**config.mk**
```make
export PLATFORM = sky130hd
export DESIGN_NAME = sflash_host
export DESIGN_NICKNAME = d
export VERILOG_FILES = /design/src/rtl/sfh_pkg.sv /design/src/rtl/sfh_shift.sv /design/src/rtl/sflash_host.sv
export SDC_FILE = /design/constraint.sdc
export NUM_CORES = 1
export LEC_CHECK = 0
export ABC_AREA = 1
export ABC_CLOCK_PERIOD_IN_PS = 2800
export CAP_MARGIN = 25
export CELL_PAD_IN_SITES_DETAIL_PLACEMENT = 0
export CELL_PAD_IN_SITES_GLOBAL_PLACEMENT = 1
export CORE_MARGIN = 10
export CORE_UTILIZATION = 42
export DETAILED_ROUTE_END_ITERATION = 10
export PLACE_DENSITY_LB_ADDON = 0.1
export SLEW_MARGIN = 10
export SYNTH_ARGS = -nofsm -noshare
export SYNTH_HDL_FRONTEND = slang
export SYNTH_SLANG_ARGS = --single-unit
```
**constraint.sdc**
```tcl
create_clock -name clk -period 2.8 [get_ports clk]
set_input_delay 0.28 -clock clk [delete_from_list [all_inputs] [get_ports clk]]
set_output_delay 0.28 -clock clk [all_outputs]
set_load 0.02 [all_outputs]
```
**src/rtl/sfh_pkg.sv**
```systemverilog
package sfh_pkg;
  typedef enum logic [2:0] {
    REQ_READ = 3'd0, REQ_PROG = 3'd1, REQ_SECT = 3'd2,
    REQ_BULK = 3'd3, REQ_RDST = 3'd4, REQ_WRST = 3'd5
  } req_op_e;

  typedef enum logic [1:0] {PH_WREN, PH_MAIN, PH_POLL} phase_e;

  localparam logic [7:0] CMD_WREN = 8'h06;
  localparam logic [7:0] CMD_RDST = 8'h05;
  localparam logic [7:0] CMD_WRST = 8'h01;
  localparam logic [7:0] CMD_READ = 8'h03;
  localparam logic [7:0] CMD_PROG = 8'h02;
  localparam logic [7:0] CMD_SECT = 8'hD8;
  localparam logic [7:0] CMD_BULK = 8'hC7;

  function automatic logic [7:0] main_cmd(input logic [2:0] op);
    case (op)
      REQ_READ: return CMD_READ;
      REQ_PROG: return CMD_PROG;
      REQ_SECT: return CMD_SECT;
      REQ_BULK: return CMD_BULK;
      REQ_WRST: return CMD_WRST;
      default:  return CMD_RDST;
    endcase
  endfunction

  function automatic logic modifies(input logic [2:0] op);
    return (op == REQ_PROG) || (op == REQ_SECT) || (op == REQ_BULK) || (op == REQ_WRST);
  endfunction

  function automatic logic has_addr(input logic [2:0] op);
    return (op == REQ_READ) || (op == REQ_PROG) || (op == REQ_SECT);
  endfunction

  // bytes in the main transaction, opcode included
  function automatic logic [9:0] main_bytes(input logic [2:0] op, input logic [8:0] len);
    case (op)
      REQ_READ, REQ_PROG: return 10'd4 + {1'b0, len};
      REQ_SECT:           return 10'd4;
      REQ_BULK:           return 10'd1;
      default:            return 10'd2;
    endcase
  endfunction

  function automatic logic page_fits(input logic [7:0] lo, input logic [8:0] len);
    return (len != 9'd0) && (({2'b00, lo} + {1'b0, len}) <= 10'd256);
  endfunction

  function automatic logic [23:0] target_addr(input logic [2:0] op, input logic [23:0] a);
    return (op == REQ_SECT) ? {a[23:16], 16'h0000} : a;
  endfunction
endpackage

```
**src/rtl/sfh_shift.sv**
```systemverilog
module sfh_shift #(
  parameter int CLK_HALF = 3
) (
  input  logic       clk,
  input  logic       rst_n,
  input  logic       start,
  input  logic [7:0] tx,
  input  logic       miso,
  output logic       sck,
  output logic       mosi,
  output logic       busy,
  output logic       done,
  output logic [7:0] rx
);
  localparam int CW = (CLK_HALF > 1) ? $clog2(CLK_HALF) : 1;

  logic [CW-1:0] cnt;
  logic [2:0]    bitn;
  logic [7:0]    sr, rs;

  wire half_end = (cnt == CW'(CLK_HALF - 1));
  wire fall_ev  = busy && half_end && sck;

  always_ff @(posedge clk or negedge rst_n) begin
    if (!rst_n) begin
      cnt <= '0; bitn <= '0; sr <= '0; rs <= '0;
      sck <= 1'b0; busy <= 1'b0; done <= 1'b0;
    end else begin
      done <= 1'b0;
      if (start) begin
        sr <= tx; busy <= 1'b1; bitn <= '0; cnt <= '0; sck <= 1'b0;
      end else if (busy) begin
        if (half_end) begin
          cnt <= '0;
          if (!sck) begin
            sck <= 1'b1;
            rs  <= {rs[6:0], miso};
          end else begin
            sck <= 1'b0;
            sr  <= {sr[6:0], 1'b0};
            if (bitn == 3'd7) begin
              busy <= 1'b0; done <= 1'b1;
            end else begin
              bitn <= bitn + 3'd1;
            end
          end
        end else begin
          cnt <= cnt + 1'b1;
        end
      end
    end
  end

  assign mosi = sr[7];
  assign rx   = rs;

  p_idle_low_r2: assert property (@(posedge clk) disable iff (!rst_n) !busy |-> !sck);
  p_mosi_hold_r2: assert property (@(posedge clk) disable iff (!rst_n) (sck && !start) |-> $stable(mosi));
  p_done_after_fall_r2: assert property (@(posedge clk) disable iff (!rst_n) done |-> $past(fall_ev));
endmodule

```
**src/rtl/sflash_host.sv**
```systemverilog
module sflash_host
  import sfh_pkg::*;
#(
  parameter int CLK_HALF   = 3,
  parameter int POLL_LIMIT = 100000
) (
  input  logic        clk,
  input  logic        rst_n,
  input  logic        req_valid,
  output logic        req_ready,
  input  logic [2:0]  req_op,
  input  logic [23:0] req_addr,
  input  logic [8:0]  req_len,
  input  logic [7:0]  req_wdata,
  input  logic [7:0]  wr_data,
  output logic        wr_take,
  output logic [7:0]  rd_data,
  output logic        rd_valid,
  output logic        done,
  output logic        fail,
  output logic        spi_cs_n,
  output logic        spi_sck,
  output logic        spi_mosi,
  input  logic        spi_miso
);
  localparam int GAP_CYC = 2 * CLK_HALF;
  localparam int GW      = $clog2(GAP_CYC + 1);
  localparam int PW      = $clog2(POLL_LIMIT + 1);

  typedef enum logic [1:0] {S_IDLE, S_XFER, S_GAP} st_e;

  st_e           st;
  phase_e        ph;
  logic [2:0]    op_q;
  logic [23:0]   addr_q;
  logic [8:0]    len_q;
  logic [7:0]    wd_q;
  logic [9:0]    idx, tot;
  logic          go, stat_busy;
  logic [PW-1:0] polls;
  logic [GW-1:0] gcnt;
  logic [7:0]    txb, b_rx;
  logic          b_busy, b_done;

  sfh_shift #(.CLK_HALF(CLK_HALF)) u_shift (
    .clk(clk), .rst_n(rst_n), .start(go), .tx(txb), .miso(spi_miso),
    .sck(spi_sck), .mosi(spi_mosi), .busy(b_busy), .done(b_done), .rx(b_rx)
  );

  always_comb begin
    case (ph)
      PH_WREN: tot = 10'd1;
      PH_POLL: tot = 10'd2;
      default: tot = main_bytes(op_q, len_q);
    endcase
  end

  always_comb begin
    txb = 8'h00;
    if (idx == 10'd0) begin
      txb = (ph == PH_WREN) ? CMD_WREN : (ph == PH_POLL) ? CMD_RDST : main_cmd(op_q);
    end else if (ph == PH_MAIN) begin
      if (has_addr(op_q) && idx < 10'd4) begin
        case (idx[1:0])
          2'd1:    txb = addr_q[23:16];
          2'd2:    txb = addr_q[15:8];
          default: txb = addr_q[7:0];
        endcase
      end else if (op_q == REQ_WRST) begin
        txb = wd_q;
      end else if (op_q == REQ_PROG) begin
        txb = wr_data;
      end
    end
  end

  wire bad_req   = (req_op > REQ_WRST) ||
                   (req_op == REQ_PROG && !page_fits(req_addr[7:0], req_len)) ||
                   (req_op == REQ_READ && req_len == 9'd0);
  wire reject_ev = (st == S_IDLE) && req_valid && bad_req;
  wire rx_byte   = (ph == PH_POLL) ||
                   (ph == PH_MAIN && ((op_q == REQ_READ && idx >= 10'd4) ||
                                      (op_q == REQ_RDST && idx == 10'd1)));
  wire last_ev   = (st == S_XFER) && b_done && (idx == tot - 10'd1);
  wire gap_end   = (st == S_GAP) && (gcnt == GW'(GAP_CYC - 1));

  assign wr_take   = go && (ph == PH_MAIN) && (op_q == REQ_PROG) && (idx >= 10'd4);
  assign spi_cs_n  = (st != S_XFER);
  assign req_ready = (st == S_IDLE);

  always_ff @(posedge clk or negedge rst_n) begin
    if (!rst_n) begin
      st <= S_IDLE; ph <= PH_MAIN; op_q <= '0; addr_q <= '0; len_q <= '0; wd_q <= '0;
      idx <= '0; go <= 1'b0; stat_busy <= 1'b0; polls <= '0; gcnt <= '0;
      rd_data <= '0; rd_valid <= 1'b0; done <= 1'b0; fail <= 1'b0;
    end else begin
      done <= 1'b0; fail <= 1'b0; rd_valid <= 1'b0; go <= 1'b0;
      case (st)
        S_IDLE: if (req_valid) begin
          if (bad_req) begin
            done <= 1'b1; fail <= 1'b1;
          end else begin
            op_q <= req_op; addr_q <= target_addr(req_op, req_addr);
            len_q <= req_len; wd_q <= req_wdata;
            ph <= modifies(req_op) ? PH_WREN : PH_MAIN;
            idx <= '0; polls <= '0; st <= S_XFER; go <= 1'b1;
          end
        end
        S_XFER: if (b_done) begin
          if (rx_byte) begin
            if (ph == PH_POLL) stat_busy <= b_rx[0];
            else begin rd_data <= b_rx; rd_valid <= 1'b1; end
          end
          if (idx == tot - 10'd1) begin st <= S_GAP; gcnt <= '0; end
          else begin idx <= idx + 10'd1; go <= 1'b1; end
        end
        S_GAP: if (gap_end) begin
          idx <= '0;
          case (ph)
            PH_WREN: begin ph <= PH_MAIN; st <= S_XFER; go <= 1'b1; end
            PH_MAIN: begin
              if (modifies(op_q)) begin ph <= PH_POLL; st <= S_XFER; go <= 1'b1; end
              else begin st <= S_IDLE; done <= 1'b1; end
            end
            default: begin
              if (!stat_busy) begin st <= S_IDLE; done <= 1'b1; end
              else if (polls == PW'(POLL_LIMIT - 1)) begin st <= S_IDLE; done <= 1'b1; fail <= 1'b1; end
              else begin polls <= polls + 1'b1; st <= S_XFER; go <= 1'b1; end
            end
          endcase
        end else begin
          gcnt <= gcnt + 1'b1;
        end
        default: st <= S_IDLE;
      endcase
    end
  end

  p_ready_cs_r10: assert property (@(posedge clk) disable iff (!rst_n) !spi_cs_n |-> !req_ready);
  p_done_pulse_r10: assert property (@(posedge clk) disable iff (!rst_n) done |=> !done);
  p_sck_cs_r2: assert property (@(posedge clk) disable iff (!rst_n) spi_cs_n |-> !spi_sck);
  p_reject_r7: assert property (@(posedge clk) disable iff (!rst_n) reject_ev |=> (done && fail && spi_cs_n));
  p_fail_done_r6: assert property (@(posedge clk) disable iff (!rst_n) fail |-> done);
  p_poll_cap_r6: assert property (@(posedge clk) disable iff (!rst_n) polls <= PW'(POLL_LIMIT - 1));
  p_take_sel_r8: assert property (@(posedge clk) disable iff (!rst_n) wr_take |-> (!spi_cs_n && !b_busy));
  p_last_gap_r4: assert property (@(posedge clk) disable iff (!rst_n) last_ev |=> spi_cs_n);
endmodule

```
==> impl_metrics.yaml <==
yosys:
  synth_area_leaders: "dfrtp_1, nand2_1, o21ai_0"
  synthTopCellsByCount: "nand2_1, inv_1, dfrtp_1"
  async_flop_share_pct: 100
  synth_warnings: 0
  synth_ff_type: "dfrtp_1"
  syn_area_um2: 7080
  syn-num-nets: 1077
  avgSynthCellArea_um2: 7.08
  yosys.cell_count.top_type: "nand2_1"
  yosys.area.top_type: "dfrtp_1"
  synthCells: 1001
  synth_seq_cells: 115
  yosysTopAreaCellShare_pct: 40.3
  synth-edff-count: 0
  ys_types: 40
  ys_seq_area_share_pct: 40.6
floorplan:
  pin_count: 72
  die_h_um: 150
  core_um2: 16600
  dieArea_um2: 22500
  rows: 47
  die_w_um: 150
  initial_core_util_pct: 42.7
timing:
  timing.final.crit_share_pct: 94.0
  finalSetupViolations: 0
  fmax_mhz: 380
  maxSlewHeadroom_pct: 57.9
  skew_ns: 0.0135
  slew_violations: 0
  period_needed_ns: 2.63
  worstMarginPinSlew_ns: 0.632
  worst_slack_ns: 0.168
  finalHoldViolCount: 0
clock_network:
  cts_buffers: 17
  ctsHtreeMaxLevel: 4
  clk_pin_slew_ns: 0.06
  cts_tree: "done"
  clk_latency_ns: 0.43
  cts_buffer_depth: 2
  clock-root-buffer: "clkbuf_16"
  clock_sinks: 115
finish:
  final_area_um2: 8950
  antennaDiodeCount: 0
  final_cells: 1342
  n_fill_cell: 1693
  register_area_um2: 2880
  drive_gt1_share_pct: 10.9
  area_growth_pct: 26.4
  multi_input_area_um2: 3640
  postLayoutCoreUtil_pct: 54.0
  nets: 1185
routing:
  via_per_inst: 4.85
  drcViolationCount: 0
  vias: 6504
  detail-route-antenna-nets: 0
  wirelength_um: 18400
  first_pass_iters: 6
  wl_per_cell_um: 13.7
  drt_iter0_markers: 300
critical_path:
  crit_family: "simple AND/OR/NAND/NOR gates"
  setup.worst_path.end_class: "register"
  path_max_fanout: 8
  critPathLaunchType: "register"
  path_common_cell: "nand2_1"
  worst-path-buf-inv: 3
  path_class: "reg2reg"
  cp_cell_sequence: "inv_2 -> nor2_8 -> nand3_1 -> nand2_1 -> inv_1 -> ha_2 -> xor2_1 -> nand2_1 -> nor2_1 -> nand3_1 -> nor2_1 -> nand2_1 -> nor2_4 -> nand2_2 -> nand2_2 -> nand2_4 -> buf_12 -> nand3_1 -> nand2_1"
  cp_data_required_time_ns: 3.12
  r2r_start: "ph[0]"
  critPathMaxStageDelay_ns: 0.54
  arrival_ns: 2.95
  reg2reg_depth: 19
  r2r_slack_ns: 0.17
  r2r_end: "idx[9]"
  cpMaxStageDelayCell: "dfstp_2"
global_route:
  grt_first_pass_wirelength_um: 31400
  grt_max_degree: 58
  grt_pass1_vias: 6385
  gr-total-overflow: 0
  grt.total_usage_pct: 17.1
  antenna_found_initial: 0
placed_design:
  io_buffers: 71
  dp_slack_ns: -0.232
  gp_congestion: 0.861
  hpwl_um: 14200
  placed_area_um2: 8320
  dp.cells: 1307
status:
  outcome: "finished clean"
job:
  maxCapViolations: 0
power_and_ir_drop:
  ir_drop_v: 0.000412
  finalPower_w: 0.00420
  powerDensity_nw_per_um2: 469
  leakagePower_nw: 4.42
min_path:
  hp-class: "in2async"
## flip-flops by register name, indices dropped and copies added, names as in the netlist, 3 cells and up
signal	count
polls	17
addr_q	24
wd_q	8
u_shift.bitn	3
u_shift.rx	8
gcnt	3
u_shift.sr	8
rd_data	8
len_q	9
idx	10
op_q	3
## cell type report
class | count | share of cell area, %
inverters | 127 | 5.32
well taps | 220 | 3.07
clock buffers | 17 | 4.75
flip-flops and latches | 115 | 32.2
clock inverters | 15 | 1.76
repair buffers | 116 | 12.3
multi-input cells | 732 | 40.7
## layer usage
metal | part of all wire (%) | up-vias | track usage (%)
met5 | 0 | - | 0
met4 | 1.3 | 0 | 4.47
met3 | 3.5 | 16 | 3.89
met2 | 45 | 98 | 26.1
met1 | 50 | 2949 | 23.9
li1 | - | 3441 | -
## timing repair
action | in CTS | in global routing
resized for setup | 0 | 8
hold endpoints to repair | 40 | 0
setup buffers | 0 | 2
hold buffers | 1 | 0
endpoints found under the setup margin | 0 | 28
## placed cells by master (no fill, tap or decap), drive strengths merged, types with 8 or more instances in the layout
cell type      synthesis  routed
or2                    8       8
o21ai                102     102
nand2                326     326
a21oi                 25      25
ha                    19      19
nor2                  92      92
nor3                  12      12
inv                  126     135
nand3                 82      82
buf                    5      45
dfrtp                114     114
clkbuf                22      17
xor2                  18      18
nand4                 15      15
clkdlybuf4s50          0      70
## report_power, final
group / switching, W / leakage (nW) / internal [W]
sequential: 0.0000292 / 1.51 / 0.00170
combinational: 0.000190 / 2.62 / 0.000169
clock: 0.000918 / 0.284 / 0.00119
## metrics by stage
| step | hold WS [ns] | setup TNS, ns |
|---|---|---|
| final | 0.407 | 0 |
| after global routing | 0.433 | -0.180 |
| after CTS | 0.408 | 0 |
| after detailed placement | 0.345 | -9.31 |
| after global placement | 0.344 | -5.42 |
| after floorplan | -0.0156 | 0 |
## worst max-delay path by stage
stage                            from  depth (start not counted)       end  slack, ns
after global placement    req_addr[0]                         18    idx[7]      -0.14
after detailed placement  req_addr[0]                         18  polls[4]      -0.23
after CTS                       ph[0]                         19    idx[3]       0.13
after global routing            ph[0]                         19    idx[9]      -0.04
final                           ph[0]                         19    idx[9]       0.17
after floorplan                 ph[0]                         21    idx[0]       0.29
## cell families after synthesis
logic type               synth area share [%]
AO/OA/AOI/OAI                            11.7
buffers and inverters                    8.34
flip-flops                               40.6
adder cells (fa/ha/maj)                  3.64
XOR/XNOR                                 2.35
AND/OR/NAND/NOR                          33.3
Note: power is estimated with default switching activity, not from simulation.
